[src/rtl/brnext_pkg.sv]
package brnext_pkg;

  localparam logic [5:0] OP_SPECIAL = 6'h00;
  localparam logic [5:0] OP_REGIMM  = 6'h01;
  localparam logic [5:0] OP_J       = 6'h02;
  localparam logic [5:0] OP_JAL     = 6'h03;
  localparam logic [5:0] OP_COP1    = 6'h11;
  localparam logic [5:0] FN_JR      = 6'h08;
  localparam logic [5:0] FN_JALR    = 6'h09;
  localparam logic [4:0] RI_DSPPOS  = 5'h1C;
  localparam logic [4:0] COP1_BC    = 5'h08;

  typedef enum logic [2:0] {
    K_NONE,
    K_COND,
    K_REG,
    K_JUMP,
    K_DSPFAULT
  } kind_e;

  function automatic logic [31:0] branch_target(input logic [31:0] pc,
                                                input logic [15:0] imm);
    return pc + 32'd4 + {{14{imm[15]}}, imm, 2'b00};
  endfunction

  function automatic logic [31:0] jump_target(input logic [31:0] pc,
                                              input logic [25:0] tgt);
    logic [31:0] p4;
    p4 = pc + 32'd4;
    return {p4[31:28], tgt, 2'b00};
  endfunction

  function automatic logic [4:0] fcc_pos(input logic [2:0] idx);
    return (idx == 3'd0) ? 5'd23 : 5'(5'd24 + {2'b00, idx});
  endfunction

endpackage

[src/rtl/brnext_decode.sv]
module brnext_decode
  import brnext_pkg::*;
#(
  parameter int DATA_W = 64,
  parameter logic [4:0] RA_IDX = 5'd31
) (
  input  logic [5:0]        op,
  input  logic [4:0]        rs_f,
  input  logic [4:0]        rt_f,
  input  logic [4:0]        rd_f,
  input  logic [5:0]        fn,
  input  logic [DATA_W-1:0] rs_val,
  input  logic [DATA_W-1:0] rt_val,
  input  logic [31:0]       fcc,
  input  logic [5:0]        dsp_pos,
  input  logic              dsp_en,
  output kind_e             kind,
  output logic              taken,
  output logic              likely,
  output logic              link_we,
  output logic [4:0]        link_idx
);
  logic rs_neg, rs_zero, fcc_bit, test_bit;
  logic [5:0] bit_sel;

  assign rs_neg   = rs_val[DATA_W-1];
  assign rs_zero  = (rs_val == '0);
  assign fcc_bit  = fcc[fcc_pos(rt_f[4:2])];
  assign bit_sel  = {op[2], rt_f};
  assign test_bit = rs_val[bit_sel];

  always_comb begin
    kind     = K_NONE;
    taken    = 1'b0;
    likely   = 1'b0;
    link_we  = 1'b0;
    link_idx = RA_IDX;
    case (op)
      OP_SPECIAL: begin
        if (fn == FN_JR || fn == FN_JALR) kind = K_REG;
        if (fn == FN_JALR) begin
          link_we  = 1'b1;
          link_idx = rd_f;
        end
      end
      OP_REGIMM: begin
        if (rt_f inside {5'd0, 5'd1, 5'd2, 5'd3, 5'd16, 5'd17, 5'd18, 5'd19}) begin
          kind    = K_COND;
          taken   = rt_f[0] ? !rs_neg : rs_neg;
          likely  = rt_f[1] & taken;
          link_we = rt_f[4];
        end else if (rt_f == RI_DSPPOS) begin
          if (dsp_en) begin
            kind  = K_COND;
            taken = (dsp_pos >= 6'd32);
          end else begin
            kind = K_DSPFAULT;
          end
        end
      end
      OP_J: kind = K_JUMP;
      OP_JAL: begin
        kind    = K_JUMP;
        link_we = 1'b1;
      end
      OP_COP1: begin
        if (rs_f == COP1_BC) begin
          kind   = K_COND;
          taken  = rt_f[0] ? fcc_bit : !fcc_bit;
          likely = rt_f[1] & taken;
        end
      end
      default: begin
        if (op inside {6'h04, 6'h05, 6'h06, 6'h07, 6'h14, 6'h15, 6'h16, 6'h17}) begin
          kind = K_COND;
          case (op[1:0])
            2'd0:    taken = (rs_val == rt_val);
            2'd1:    taken = (rs_val != rt_val);
            2'd2:    taken = rs_neg | rs_zero;
            default: taken = !rs_neg & !rs_zero;
          endcase
          likely = op[4] & taken;
        end else if (op inside {6'h32, 6'h36, 6'h3A, 6'h3E}) begin
          kind  = K_COND;
          taken = op[3] ? test_bit : !test_bit;
        end
      end
    endcase
  end
endmodule

[src/rtl/brnext_target.sv]
module brnext_target
  import brnext_pkg::*;
#(
  parameter int DATA_W = 64
) (
  input  logic [31:0]       pc,
  input  logic [25:0]       instr_lo,
  input  logic [DATA_W-1:0] rs_val,
  input  kind_e             kind,
  input  logic              taken,
  output logic [31:0]       target
);
  always_comb begin
    case (kind)
      K_COND:  target = taken ? branch_target(pc, instr_lo[15:0]) : pc + 32'd8;
      K_REG:   target = rs_val[31:0];
      K_JUMP:  target = jump_target(pc, instr_lo);
      K_NONE:  target = pc + 32'd4;
      default: target = '0;
    endcase
  end
endmodule

[src/rtl/brnext_unit.sv]
module brnext_unit
  import brnext_pkg::*;
#(
  parameter int DATA_W = 64,
  parameter logic [4:0] RA_IDX = 5'd31
) (
  input  logic              clk,
  input  logic              rst_n,
  input  logic              in_valid,
  input  logic [31:0]       instr,
  input  logic [31:0]       pc,
  input  logic [DATA_W-1:0] rs_val,
  input  logic [DATA_W-1:0] rt_val,
  input  logic [31:0]       fcc,
  input  logic [5:0]        dsp_pos,
  input  logic              dsp_en,
  output logic              out_valid,
  output logic [31:0]       next_pc,
  output logic              link_we,
  output logic [4:0]        link_idx,
  output logic [31:0]       link_val,
  output logic              likely_taken,
  output logic              not_branch,
  output logic              fault_misalign,
  output logic              fault_dsp
);
  kind_e       dec_kind;
  logic        dec_taken, dec_likely, dec_link;
  logic [4:0]  dec_link_idx;
  logic [31:0] tgt_pc;
  logic        pc_misaligned;

  assign pc_misaligned = |pc[1:0];

  brnext_decode #(.DATA_W(DATA_W), .RA_IDX(RA_IDX)) u_dec (
    .op(instr[31:26]), .rs_f(instr[25:21]), .rt_f(instr[20:16]),
    .rd_f(instr[15:11]), .fn(instr[5:0]),
    .rs_val(rs_val), .rt_val(rt_val), .fcc(fcc),
    .dsp_pos(dsp_pos), .dsp_en(dsp_en),
    .kind(dec_kind), .taken(dec_taken), .likely(dec_likely),
    .link_we(dec_link), .link_idx(dec_link_idx)
  );

  brnext_target #(.DATA_W(DATA_W)) u_tgt (
    .pc(pc), .instr_lo(instr[25:0]), .rs_val(rs_val),
    .kind(dec_kind), .taken(dec_taken), .target(tgt_pc)
  );

  always_ff @(posedge clk or negedge rst_n) begin
    if (!rst_n) begin
      out_valid      <= 1'b0;
      next_pc        <= '0;
      link_we        <= 1'b0;
      link_idx       <= '0;
      link_val       <= '0;
      likely_taken   <= 1'b0;
      not_branch     <= 1'b0;
      fault_misalign <= 1'b0;
      fault_dsp      <= 1'b0;
    end else begin
      out_valid <= in_valid;
      if (in_valid) begin
        next_pc        <= pc_misaligned ? 32'd0 : tgt_pc;
        link_we        <= !pc_misaligned && dec_link;
        link_idx       <= dec_link_idx;
        link_val       <= pc + 32'd8;
        likely_taken   <= !pc_misaligned && dec_likely;
        not_branch     <= !pc_misaligned && (dec_kind == K_NONE);
        fault_misalign <= pc_misaligned;
        fault_dsp      <= !pc_misaligned && (dec_kind == K_DSPFAULT);
      end
    end
  end
endmodule

[config.mk]
export PLATFORM = sky130hd
export DESIGN_NAME = brnext_unit
export DESIGN_NICKNAME = d
export VERILOG_FILES = /design/src/rtl/brnext_pkg.sv /design/src/rtl/brnext_decode.sv /design/src/rtl/brnext_target.sv /design/src/rtl/brnext_unit.sv
export SDC_FILE = /design/constraint.sdc
export NUM_CORES = 1
export LEC_CHECK = 0
export BUFFER_PORTS_ARGS = -buffer_cell sky130_fd_sc_hd__buf_2
export CAP_MARGIN = 10
export CORE_MARGIN = 2
export CORE_UTILIZATION = 30
export DETAILED_ROUTE_END_ITERATION = 10
export GPL_TIMING_DRIVEN = 1
export SYNTH_ARGS = -nofsm -noshare
export SYNTH_HDL_FRONTEND = slang
export SYNTH_SLANG_ARGS = --single-unit
[constraint.sdc]
create_clock -name clk -period 1 [get_ports clk]
set_input_delay 0.1 -clock clk [delete_from_list [all_inputs] [get_ports clk]]
set_output_delay 0.1 -clock clk [all_outputs]
set_load 0.01 [all_outputs]
; Word level (Yosys, flattened, before mapping)
; Cells that the tools add are included.
; Widths: inputs -> output; s select.
[totals]
ff_bits = 75
out_inout_bits = 75
elab_cells = 117
[op_classes]
add_sub_neg = 4
magnitude_cmp = 3
eq_ne = 35
muxes = 38
n_bitwise = 5
reduce_logical = 23
[op_table]
columns = operator, n
row1 = $pmux 32 s4, 1
row2 = $eq 64x64->1, 1
row3 = $logic_not 64->1, 1
row4 = $mux 32, 2
row5 = $ne 64x64->1, 1
row6 = $add 32x3->32 const B, 1
row7 = $add 32x32->32, 1
row8 = $add 32x4->32 const B, 1
row9 = $eq 6x5->1 const B, 5
row10 = $eq 5x5->1 const B, 5
row11 = $eq 6x3->1 const B, 4
row12 = $eq 6x6->1 const B, 4
row13 = $mux 1, 20
row14 = $reduce_bool 8->1, 2
row15 = $mux 5, 3
row16 = $eq 6x2->1 const B, 2
row17 = $eq 6x4->1 const B, 2
row18 = $mux 3, 4
row19 = $pmux 1 s3, 4
row20 = $pmux 3 s4, 1
row21 = $eq 5x2->1 const B, 2
row22 = $lt 6x7->1 const B, 1
row23 = $bmux 1 s6, 1
row24 = $eq 3x2->1 const B, 2
row25 = other kinds (25), 37

; Logic depth before layout (Yosys ltp)
[depth]
word_depth = 11
depth_mapped = 19
ltp_nobuf = 17

; Modules after synthesis
; From an unflattened synthesis, not the netlist that was laid out.
[hier_totals]
hier_cells = 1038
hier_area_um2 = 8783.4
[modules_own_cells]
columns = mod, instances, cells_each, area_per_inst_um2, seq_area_each_um2
row1 = brnext_target, 1, 549, 3764.9, 0.0
row2 = brnext_unit, 1, 284, 3269.4, 1876.8
row3 = brnext_decode, 1, 205, 1749.2, 0.0

; Least setup slack after synthesis
; OpenSTA, ideal clock, no wires.
[synth_timing]
kind = input to register
startpoint = in pc[5]
endpoint = reg next_pc[26]
arrival_ns = 3.370
required_time_ns = 0.860
slack_ns = -2.510
stages = 17
path_cell_list = clkbuf_1 -> nand3_1 -> or2_2 -> clkbuf_1 -> nor2_1 -> xor2_1 -> ha_1 -> a21o_1 -> a21o_1 -> a21o_1 -> a32o_1 -> a221o_1 -> a31o_2 -> a31oi_1 -> nor2_1 -> xnor2_1 -> o221ai_2
[synth_via]
elab_chain_cells = 5
[synth_rtl]
columns = item, line_no
row1 = start: declaration, brnext_unit.sv:11  ; input logic [31:0] pc,
row2 = $add 32x3->32, "brnext_pkg.sv:23, brnext_target.sv:18"
row3 = $add 32x32->32, brnext_pkg.sv:23  ; return pc + 32'd4 + {{14{imm[15]}}, imm, 2'b00};
row4 = $mux 32, brnext_target.sv:15  ; K_COND: target = taken ? branch_target(pc, instr_lo[15:0]) : pc + 32'd8;
row5 = $pmux 32 s4 *, brnext_target.sv:14  ; case (kind)
row6 = $mux 32 *, brnext_unit.sv:63  ; next_pc <= pc_misaligned ? 32'd0 : tgt_pc;
row7 = end signal: assignment, brnext_unit.sv:63
row8 = end: declaration, brnext_unit.sv:18  ; output logic [31:0] next_pc,
; Mark *: on every way between the ends. The rest lies on a longest branch, timed or not.
; A chain may end at the register's enable or synchronous reset.

; Worst setup path in the final report
[layout_timing]
startpoint = in pc[3]
endpoint = reg next_pc[30]
[layout_via]
elab_chain_cells = 5
[layout_rtl]
columns = item, line_no
row1 = $add 32x3->32, "brnext_pkg.sv:23, brnext_pkg.sv:29, brnext_target.sv:18"
row2 = $add 32x32->32, brnext_pkg.sv:23
row3 = $mux 32, brnext_target.sv:15
row4 = $pmux 32 s4 *, brnext_target.sv:14
row5 = $mux 32 *, brnext_unit.sv:63
; Marks and branches as above.

==> impl_results.md <==
* Die Ht at 168.3 um
* Top Registers: link_val x32, next_pc x32, link_idx x5
* Switching share of power at 36.89%
* Core Area at 26730 um^2
* Pre-CTS setup slack at -2477 ps
* First-pass DRT Iterations at 5
* Xor/xnor share of the synthesized area at 14.15%
* Via count at 10860
* RSZ-0062 raised after global routing: yes
* Clock network fraction of total power at 23.9%
* Critical Path RT at 1230 ps
* Std cell rows at 60
* Largest family of logic cells by synthesized area: compound AO/OA/AOI/OAI gates
* CTS sink cnt at 75
* Post-synth net total at 1231
* Endpoints failing hold at 0
* Routed WL at 46.29 mm
* Status: complete, but fails checks
* TritonCTS clock tree: yes
* Setup CP Type: input pin to flop
* Nets at 1901
* GR Overflow Total at 0
* Power share of the combinational group at 50.3%
* Initial Util at 30.30%
* GPL Wtd Cong at 1.018
* Failing checks: setup timing
* Count leader, synth: nor2_1
* Longest Clk Path Bufs at 2
* Avg Inst Size Synth at 8.428 um^2
* WHS at 61.47 ps
* Post-synthesis cell type count at 76
* Drt wl/cell at 23.43 um
* Sw power at 4897 uW
* Post-Synthesis Cell Area at 8099 um^2
* Synth warn at 0
* Root buf cell: clkbuf_16
* Final period util at 298.5%
* DRC at 0
* Final setup vio count at 83
* Detailed placement HPWL at 36.61 mm
* Iter 0 DRT Violations at 774
* Synthesized flop and latch total at 75
* Cell leakage power at 0.007298 uW
* Clk_lat worst skew at 350 ps
* Post-Syn Instances at 961
* Mux contribution to synthesized area at 9.254%
* Clock transition at the registers of the reported paths at 70 ps
* Layout cell share with drive strength beyond 1 at 60.34%
* Ys flop type: dfrtp_1
* Slew at the pin closest to its max-slew limit at 656.7 ps
* Post-synthesis adder-cell area fraction at 5.654%
* Post-place instance area at 12800 um^2
* Final Worst Setup Slack at -1985 ps
* Overall Power at 13280 uW
* Seq pwr share at 25.8%
* Port bufs at 279
* Die width at 168.3 um
* CP max FO at 4
* Crit start category: input pin
* Post-synthesis simple-gate area fraction at 19.48%
* Area leader, netlist: dfrtp_1
* Synth top area cells: dfrtp_1, xnor2_1, ha_1, xor2_1, nor2_1
* Pwr dens at 855.4 nW/um^2
* Drt via density at 5.493
* Initial antenna violation count at 2
* Most frequent cells after synthesis: nor2_1, xnor2_1, dfrtp_1
* Worst Skew at 0 ps
* Post-route ant nets at 0
* Max frequency at 0.3350 GHz
* Post-synthesis sequential area ratio at 23.17%
* Worst IR drop on VDD at 0.0007514 V
* Io pins at 309
* MaxCap Viol Count at 0
* Area share of the largest cell type after synthesis at 23.17%
* Num CTS Buffers at 9
* Max H-tree Level at 3
* Worst Hold Class: input pin to flop
* Overall Global Routing Usage at 31.20%
* Vias in the first global route at 10910
* CP endpoint kind: flop
* Crit path DAT at 3220 ps
* Largest net degree at the start of global routing at 55
* Rel. slew slack at 56.22%
* Finished Cell Area at 15520 um^2
* Max-slew violation count at 0
* Clock period minus worst slack at 2985 ps
* First-pass GRT wire length at 66.10 mm
* Number of flops mapped to enable cells by yosys at 0
* Synth async-reset ratio at 100.0%
* Synthesis-to-finish area growth at 91.63%
* # fillers at 2317
* Cell Int Power at 8378 uW
* Compound-cell area share of the yosys netlist at 23.37%
* Die ar. at 28330 um^2
==> cell usage in the layout (no fill, tap or decap), types with 13 or more instances in the layout <==
cell / count
buf_4: 362
mux4_2: 13
buf_12: 14
nor2_1: 63
o21ai_0: 22
inv_1: 34
xor2_1: 26
a21o_1: 19
o221ai_2: 15
nor4_1: 15
nor2_4: 16
xor2_2: 14
dfrtp_1: 74
xnor2_1: 45
nand4_1: 27
o21ai_1: 14
mux2i_1: 28
nand3_1: 23
buf_2: 236
nand2_1: 53
ha_1: 25
xnor2_2: 33
buf_6: 94
a22oi_1: 38
a21oi_1: 22
==> per-stage QoR <==
step | util [%] | std cells | setup TNS [ps]
detailed placement | 47.91 | 1882 | -100360
CTS | 54.82 | 1948 | -63430
floorplan | - | 961 | -64610
global placement | 47.91 | 1882 | -98640
finish | 58.07 | 1976 | -65910
global route | 58.06 | 1975 | -71090
==> power groups by stage <==
stage	combinational, uW	clock [uW]	sequential [uW]
2_1_floorplan	2490	0	3560
5_1_grt	7060	3300	3440
6_report	6680	3170	3430
3_3_place_gp	5430	0	3460
4_1_cts	6140	3200	3420
3_5_place_dp	5460	0	3470
==> critical path, cell delays in order <==
cell and delay (ps):
buf_8 90, ha_4 160, nand3_4 90, nor2_4 120, buf_6 140, nand4_1 190
xnor2_1 300, ha_1 330, and3_1 190, a32o_2 270, a221o_1 410, a31o_4 280
a31oi_4 210, o211ai_1 110, o31ai_1 100, o221ai_2 120
==> cell families (layout without fill, tap and decap cells) <==
family	count (synthesis)	in the layout
other	0	1
AOI/OAI and AO/OA	250	250
adders and majority gates	36	36
and+or+nand+nor	320	320
DFF	75	75
xor gates and xnor gates	130	130
buffers and inverters	94	767
muxes	56	56
==> path summary, 6_finish.rpt <==
check                      cells past startpoint  slack, ps        start            to
setup reg to reg                               2        -90   next_pc[9]    next_pc[9]
hold reg to reg                                1        500  link_idx[1]   link_idx[1]
setup / recovery                              16      -1990        pc[3]   next_pc[30]
hold / removal                                 2         60    instr[12]   link_idx[1]
max in group asynchronous                      3        440        rst_n   next_pc[24]
min in group asynchronous                      3        270        rst_n  link_val[23]
==> cell type report <==
type	instances	area [um^2]	area share [%]
diodes	1	2.502	0.01612
clock inverters	4	27.53	0.1774
repair buffers	718	5410	34.86
well taps	341	426.7	2.749
inverters	35	133.9	0.8626
flip-flops and latches	75	1878	12.10
multi-input cells	792	7402	47.69
clock buffers	10	239.0	1.540
==> per-layer routing <==
layer | GRT usage [%] | vias up | part of all wire (%) | routed length, um
met5 | 0 | - | 0.039 | 18
met4 | 16.19 | 2 | 5.8 | 2677
met3 | 4.701 | 128 | 6.8 | 3166
met2 | 51.62 | 553 | 46 | 21450
met1 | 39.50 | 5250 | 41 | 18980
li1 | - | 4922 | - | -
==> timing repair <==
action / 4_1_cts / 5_1_grt
hold endpoints to repair: 76 / 0
pin swaps: 115 / 99
hold buffers: 2 / 0
setup endpoints to repair: 89 / 109
setup buffers: 59 / 39
gates resized for setup: 232 / 127
cloned: 1 / 0
Note: power is estimated with default switching activity, not from simulation.
